--- src/rtl/gpio_cfg_pkg.sv ---
package gpio_cfg_pkg;
  localparam int NUM_CFG  = 5;
  localparam int CFG_IRQ  = 0;
  localparam int CFG_GPIO = 1;
  localparam int CFG_PAT1 = 2;
  localparam int CFG_PAT0 = 3;
  localparam int CFG_PDIS = 4;

  localparam logic [11:0] OFF_LEVEL = 12'h000;
  localparam logic [11:0] OFF_SET   = 12'h004;
  localparam logic [11:0] OFF_CLR   = 12'h008;

  typedef enum logic [1:0] {OP_NONE, OP_LOAD, OP_SET, OP_CLR} cfg_op_e;

  function automatic logic [11:0] cfg_base(input int k);
    case (k)
      CFG_IRQ:  return 12'h010;
      CFG_GPIO: return 12'h020;
      CFG_PAT1: return 12'h030;
      CFG_PAT0: return 12'h040;
      default:  return 12'h080;
    endcase
  endfunction

  function automatic logic cfg_rst_bit(input int k);
    return (k == CFG_GPIO) || (k == CFG_PAT1) || (k == CFG_PDIS);
  endfunction
endpackage

--- src/rtl/gpio_sync.sv ---
module gpio_sync #(
  parameter int W      = 32,
  parameter int STAGES = 2
) (
  input  logic         clk_i,
  input  logic         rst_ni,
  input  logic [W-1:0] d_i,
  output logic [W-1:0] q_o
);
  logic [W-1:0] st_q [STAGES];

  always_ff @(posedge clk_i or negedge rst_ni) begin
    if (!rst_ni) begin
      for (int s = 0; s < STAGES; s++) st_q[s] <= '0;
    end else begin
      st_q[0] <= d_i;
      for (int s = 1; s < STAGES; s++) st_q[s] <= st_q[s-1];
    end
  end

  assign q_o = st_q[STAGES-1];
endmodule

--- src/rtl/gpio_addr_decode.sv ---
module gpio_addr_decode
  import gpio_cfg_pkg::*;
#(
  parameter int ADDR_W = 12
) (
  input  logic [ADDR_W-1:0]          addr_i,
  input  logic                       wr_en_i,
  output cfg_op_e [NUM_CFG-1:0]      op_o,
  output logic    [NUM_CFG-1:0]      val_hit_o,
  output logic                       level_hit_o
);
  localparam logic [ADDR_W-1:0] LEVEL_A = ADDR_W'(OFF_LEVEL);

  always_comb begin
    level_hit_o = (addr_i == LEVEL_A);
    for (int k = 0; k < NUM_CFG; k++) begin
      logic hv, hs, hc;
      hv = (addr_i == ADDR_W'(cfg_base(k)));
      hs = (addr_i == ADDR_W'(cfg_base(k) + OFF_SET));
      hc = (addr_i == ADDR_W'(cfg_base(k) + OFF_CLR));
      val_hit_o[k] = hv;
      op_o[k]      = OP_NONE;
      if (wr_en_i) begin
        if (hv)      op_o[k] = OP_LOAD;
        else if (hs) op_o[k] = OP_SET;
        else if (hc) op_o[k] = OP_CLR;
      end
    end
  end
endmodule

--- src/rtl/gpio_setclr_reg.sv ---
module gpio_setclr_reg
  import gpio_cfg_pkg::*;
#(
  parameter int           W      = 32,
  parameter logic [W-1:0] RST    = '0,
  parameter logic [W-1:0] CLR_OK = '1
) (
  input  logic         clk_i,
  input  logic         rst_ni,
  input  cfg_op_e      op_i,
  input  logic [W-1:0] wdata_i,
  output logic [W-1:0] q_o
);
  logic [W-1:0] d;

  // bits outside CLR_OK can be raised but never lowered
  always_comb begin
    case (op_i)
      OP_LOAD: d = (wdata_i & CLR_OK) | (~CLR_OK & (q_o | wdata_i));
      OP_SET:  d = q_o | wdata_i;
      OP_CLR:  d = q_o & ~(wdata_i & CLR_OK);
      default: d = q_o;
    endcase
  end

  always_ff @(posedge clk_i or negedge rst_ni) begin
    if (!rst_ni) q_o <= RST;
    else         q_o <= d;
  end
endmodule

--- src/rtl/gpio_pin_mode.sv ---
module gpio_pin_mode #(
  parameter int N = 32
) (
  input  logic [N-1:0]   irq_i,
  input  logic [N-1:0]   gpio_i,
  input  logic [N-1:0]   pat1_i,
  input  logic [N-1:0]   pat0_i,
  output logic [N-1:0]   oe_o,
  output logic [N-1:0]   out_o,
  output logic [N-1:0]   fen_o,
  output logic [2*N-1:0] fsel_o
);
  for (genvar i = 0; i < N; i++) begin : g_pin
    logic is_gpio, is_func;
    assign is_gpio         = ~irq_i[i] &  gpio_i[i];
    assign is_func         = ~irq_i[i] & ~gpio_i[i];
    assign oe_o[i]         = is_gpio & ~pat1_i[i];
    assign out_o[i]        = is_gpio &  pat0_i[i];
    assign fen_o[i]        = is_func;
    assign fsel_o[2*i+1]   = is_func & pat1_i[i];
    assign fsel_o[2*i]     = is_func & pat0_i[i];
  end
endmodule

--- src/rtl/gpio_cfg_regfile.sv ---
module gpio_cfg_regfile
  import gpio_cfg_pkg::*;
#(
  parameter int                  NUM_PINS    = 32,
  parameter int                  ADDR_W      = 12,
  parameter int                  DATA_W      = 32,
  parameter int                  SYNC_STAGES = 2,
  parameter logic [NUM_PINS-1:0] PULL_UP_CAP = '1,
  parameter logic [NUM_PINS-1:0] PULL_DN_CAP = '0
) (
  input  logic                  clk_i,
  input  logic                  rst_ni,
  input  logic                  wr_en_i,
  input  logic                  rd_en_i,
  input  logic [ADDR_W-1:0]     addr_i,
  input  logic [DATA_W-1:0]     wdata_i,
  output logic [DATA_W-1:0]     rdata_o,
  input  logic [NUM_PINS-1:0]   pad_in_i,
  output logic [NUM_PINS-1:0]   pad_oe_o,
  output logic [NUM_PINS-1:0]   pad_out_o,
  output logic [NUM_PINS-1:0]   func_en_o,
  output logic [2*NUM_PINS-1:0] func_sel_o,
  output logic [NUM_PINS-1:0]   pull_en_o
);
  localparam logic [NUM_PINS-1:0] PULL_CAP = PULL_UP_CAP | PULL_DN_CAP;

  cfg_op_e [NUM_CFG-1:0]             op;
  logic    [NUM_CFG-1:0]             val_hit;
  logic                              level_hit;
  logic    [NUM_CFG-1:0][NUM_PINS-1:0] cfg_q;
  logic    [NUM_PINS-1:0]            level;
  logic    [DATA_W-1:0]              rd_next;

  gpio_addr_decode #(.ADDR_W(ADDR_W)) u_dec (
    .addr_i      (addr_i),
    .wr_en_i     (wr_en_i),
    .op_o        (op),
    .val_hit_o   (val_hit),
    .level_hit_o (level_hit)
  );

  for (genvar k = 0; k < NUM_CFG; k++) begin : g_cfg
    localparam logic [NUM_PINS-1:0] RST_V = {NUM_PINS{cfg_rst_bit(k)}};
    localparam logic [NUM_PINS-1:0] CLR_V = (k == CFG_PDIS) ? PULL_CAP : '1;
    gpio_setclr_reg #(.W(NUM_PINS), .RST(RST_V), .CLR_OK(CLR_V)) u_reg (
      .clk_i   (clk_i),
      .rst_ni  (rst_ni),
      .op_i    (op[k]),
      .wdata_i (wdata_i[NUM_PINS-1:0]),
      .q_o     (cfg_q[k])
    );
  end

  gpio_sync #(.W(NUM_PINS), .STAGES(SYNC_STAGES)) u_sync (
    .clk_i  (clk_i),
    .rst_ni (rst_ni),
    .d_i    (pad_in_i),
    .q_o    (level)
  );

  gpio_pin_mode #(.N(NUM_PINS)) u_mode (
    .irq_i  (cfg_q[CFG_IRQ]),
    .gpio_i (cfg_q[CFG_GPIO]),
    .pat1_i (cfg_q[CFG_PAT1]),
    .pat0_i (cfg_q[CFG_PAT0]),
    .oe_o   (pad_oe_o),
    .out_o  (pad_out_o),
    .fen_o  (func_en_o),
    .fsel_o (func_sel_o)
  );

  assign pull_en_o = ~cfg_q[CFG_PDIS];

  always_comb begin
    rd_next = '0;
    if (level_hit) rd_next[NUM_PINS-1:0] = level;
    for (int k = 0; k < NUM_CFG; k++)
      if (val_hit[k]) rd_next[NUM_PINS-1:0] = cfg_q[k];
  end

  always_ff @(posedge clk_i or negedge rst_ni) begin
    if (!rst_ni)      rdata_o <= '0;
    else if (rd_en_i) rdata_o <= rd_next;
  end
endmodule

--- config.mk ---
export PLATFORM = sky130hd
export DESIGN_NAME = gpio_cfg_regfile
export DESIGN_NICKNAME = d
export VERILOG_FILES = /design/src/rtl/gpio_cfg_pkg.sv /design/src/rtl/gpio_sync.sv /design/src/rtl/gpio_addr_decode.sv /design/src/rtl/gpio_setclr_reg.sv /design/src/rtl/gpio_pin_mode.sv /design/src/rtl/gpio_cfg_regfile.sv
export SDC_FILE = /design/constraint.sdc
export NUM_CORES = 1
export LEC_CHECK = 0
export ABC_CLOCK_PERIOD_IN_PS = 3250
export CAP_MARGIN = 30
export CORE_MARGIN = 4
export CORE_UTILIZATION = 60
export CTS_CLUSTER_SIZE = 24
export DETAILED_ROUTE_END_ITERATION = 10
export DONT_BUFFER_PORTS = 1
export PLACE_DENSITY = 0.76
export SYNTH_ARGS = -nofsm -noshare
export SYNTH_HDL_FRONTEND = slang
export SYNTH_SLANG_ARGS = --single-unit
--- constraint.sdc ---
create_clock -name clk_i -period 3.25 [get_ports clk_i]
set_input_delay 0.325 -clock clk_i [delete_from_list [all_inputs] [get_ports clk_i]]
set_output_delay 0.325 -clock clk_i [all_outputs]
set_load 0.05 [all_outputs]
==> summary by stage <==
Run status
The run finished, with violations left. The checks that failed: hold timing.

STA
Setup slack on the critical path of the routed design comes to around 1.0 ns. On the final layout, the worst hold slack is -0.509 ns. The worst relative slew slack is a little under a third.

The final max-slew violation count is 0. After routing, the total negative slack on setup checks comes to 0 ns. Setup repair after global routing left no endpoint under its margin.

For the pin with the worst max-slew slack, the measured transition is between 1 and 1.5 ns. For this run, the top clock speed supported by timing is 451 MHz. The share of the clock period used by the worst path after layout is between 60 and 70%. The total setup violations reported at the end of the flow is 0.

The shortest clock period the worst path allows after layout is around 2.2 ns. Across the routed clock network, the largest skew measured is just under 0.02 ns. The number of hold violations in the final report is about 260.

Place
The number of I/O port buffers is 0. In this run, placement finished with an instance count of 1570. The last weighted congestion value of the routability-driven placer is ~0.85. The worst slack at placement is around 0.9 ns. The HPWL reported at the end of detailed placement is 26300 µm.

Global route
The maximum number of pins on one net before global-route repair is around 260. For met2 alone, demand over resource in global routing was around 53%. The number of antenna violations at the first check in global routing is 2.

For met3 alone, demand over resource in global routing was under 10%. The first global-routing pass estimated 68000 µm of wire. Summed over all layers, the global routing overflow is 0. The layer flagged by global routing as most heavily used is met2.

For met1 alone, demand over resource in global routing was between 40 and 50%. The via count of the first global-routing pass was around 11k. Across every metal layer, demand over resource in global routing totals about a third.

Clock tree
The clock tree from TritonCTS is yes. Counting along the longest clock path gives a buffer depth of 3. The cell chosen for the clock root is clkbuf_16.

The latest clock arrival within the worst-skew pair is 0.55 ns. In this run, post-CTS repair resized a total of 0 instances. The clock sink total is 256.

Once the clock tree was built, the setup fixing pass inserted 0 buffers. In this run the number of H-tree levels came out at 1. For this design, the CTS-stage hold fixing added 67 buffers. Clock-pin slew was measured on the worst setup and hold paths at around 0.060 ns. Counting the buffers created by CTS gives 27.

Routing
The per-cell routed wire length is roughly 26 µm. For this run, the detailed router's first-pass iteration total came to 5. The post-detailed-routing wire length is approximately 44000 µm. The number of violations reported at the end of detailed-routing iteration 0 is 1313.

The detail route stage leaves a number of antenna-violating nets equal to 0. The via total after detailed routing is approximately 12k. The detail-routed via count per cell is a little under 7. The final routed DRC violation total is 0.

Floorplanning
Once the floorplan was initialized, standard cells occupied a little over 60% of the core. The total I/O pin count is between 300 and 400. The die boundary width is 161 µm. The standard-cell row count is 55.

The core area is about 0.023 mm². The die covers 0.0260 mm². The die height is approximately 160 µm.

Logic synthesis
Summed over its instances, the top area cell type makes up 28.5% of the synthesized netlist area. Synthesis produced between 1k and 1.5k cells. The post-synthesis net count is around 1.4k. The fraction of registers with async set or reset after synthesis is 100%. The synthesized netlist occupies a cell area of between 0.01 and 0.015 mm². The netlist uses 50 different library cells.

During synthesis, Yosys emitted a total of 0 warnings. The most common cell in the netlist is dfrtp_1. After synthesis, the most frequently instantiated cells are dfrtp_1, dfstp_2, nand2_1, o21ai_0, o211ai_1. The library cell occupying the most area in the post-synthesis netlist is dfrtp_1. In this run, synthesis produced a sequential element count of between 200 and 300. The share of synthesized area occupied by flip-flops and latches is between 40% and 50%. The average cell area after synthesis is between 10 and 15 µm². The number of enable flip-flop cells after synthesis is 0. In the synthesized netlist the dominant register cell turns out to be dfrtp_1. Sorting the synthesized cells by area gives the leading types as dfrtp_1, dfstp_2, o211ai_2, o21ai_2, o211ai_1.

Critical path
The top fanout value on the critical path is 6. The start-to-end type of the worst setup path is reg2out. Among all stages on the critical path, the largest delay is contributed by nor3b_2.

The capturing element type of the critical path is an output port. The family of cells with the greatest summed delay on the critical path is simple AND/OR/NAND/NOR gates. The count of cell instances traversed by the critical path is 1. The startpoint identified for the worst register-to-register timing path is g_cfg[0].u_reg.q_o[31]. The worst path arrival time is approximately 1.9 ns.

The depth of the worst register-to-register path is 4. The required time of the worst setup path is 2.92 ns. The largest single stage delay on the critical path is around 0.75 ns. The setup slack on the worst flop-to-flop path is 1.80 ns. Traced cell by cell, the critical path runs through nor3b_2. In this run the critical register-to-register path is captured at rdata_o[31]. Counting both buffers and inverters, the worst setup path holds a total of 0.

The type of element launching the critical path is a register.

Power
For this design the ratio of total power to cell area is 485 mW/mm². The maximum ir drop on the vdd rail is a little over 0.4 mV. The design draws between 7 and 8 mW. The leakage power total is 5.99 nW.

Final layout
Relative to the synthesized area, the layout overhead comes to 12.6%. In the final layout, flip-flops and latches occupy about 0.0065 mm². The number of fillers in the final layout is about 1.7k. The fraction of layout cells with a size suffix above 1 is between 20 and 30%. In the final design database the tool counted ~1.4k nets.

The finished layout holds about 1.7k standard cells, fillers aside. The multi-input logic area is 0.00675 mm².

Flow run
Across the run, the number of max-cap violations was 0.

Min path
In this run the worst hold path is classified as in2async.
state kept, by name, summed over array words and instances, names as in the netlist:
| register | count |
|---|---|
| u_sync.st_q | 32 |
| g_cfg.u_reg.q_o | 160 |
| rdata_o | 32 |
| u_sync.q_o | 32 |
final cells by class:
class	instances	share of cell area (%)
multi-input combinational	907	42.6
sequential	256	41.2
timing repair buffer	127	7.39
clock buffer	37	4.75
tap	313	2.47
inverter	34	0.805
clock inverter	13	0.782
antenna	2	0.0316
placed cells by master (no fill, tap or decap), drive strengths merged, types with 31 or more instances in the layout:
cell,instances
inv,35
and3b,34
buf,60
o211ai,126
nand2,96
o21ai,158
a22oi,62
dfstp,96
dlygate4sd3,67
nand2b,65
dfrtp,160
clkbuf,37
and2,64
o31ai,32
nor2,38
a32o,31
nor3b,33
cells by family (layout without fill, tap and decap cells):
kind of cell           Yosys count  after routing  synth area share, %
AO/OA/AOI/OAI                  482            482                 27.0
XOR/XNOR                         1              1               0.0623
buffers and inverters          193            211                 7.22
flip-flops                     256            256                 46.4
multiplexers                    32             32                 2.29
other                            0              2                    0
AND/OR/NAND/NOR                392            392                 17.1
worst max path at each step:
stage | startpoint | endpoint | slack (ns)
5_1_grt | g_cfg[1].u_reg.q_o[22] | pad_oe_o[22] | 1.00
6_report | g_cfg[1].u_reg.q_o[22] | pad_oe_o[22] | 1.03
4_1_cts | g_cfg[1].u_reg.q_o[22] | pad_oe_o[22] | 1.03
3_5_place_dp | addr_i[9] | g_cfg[0].u_reg.q_o[9] | 0.89
3_3_place_gp | addr_i[9] | g_cfg[0].u_reg.q_o[17] | 0.94
2_1_floorplan | g_cfg[1].u_reg.q_o[24] | pad_oe_o[24] | 1.21
power breakdown:
group          internal (mW)  leakage (nW)  switching (mW)
sequential              3.41          3.08           0.141
combinational          0.278          2.48           0.755
clock                   1.78         0.433            1.31
total                   5.47          5.99            2.21
per-stage QoR:
step           area (µm²)  util [%]
3_5_place_dp        14300      62.6
3_3_place_gp        14300      62.5
6_report            15800      69.4
4_1_cts             15800      69.3
5_1_grt             15800      69.4
2_1_floorplan       14100         -
layer usage:
metal	part of all wire (%)	up-vias
met3	11	119
met4	3.0	0
met1	39	5909
met5	0	-
met2	47	716
li1	-	4954
(Power assumes the default switching activity.)
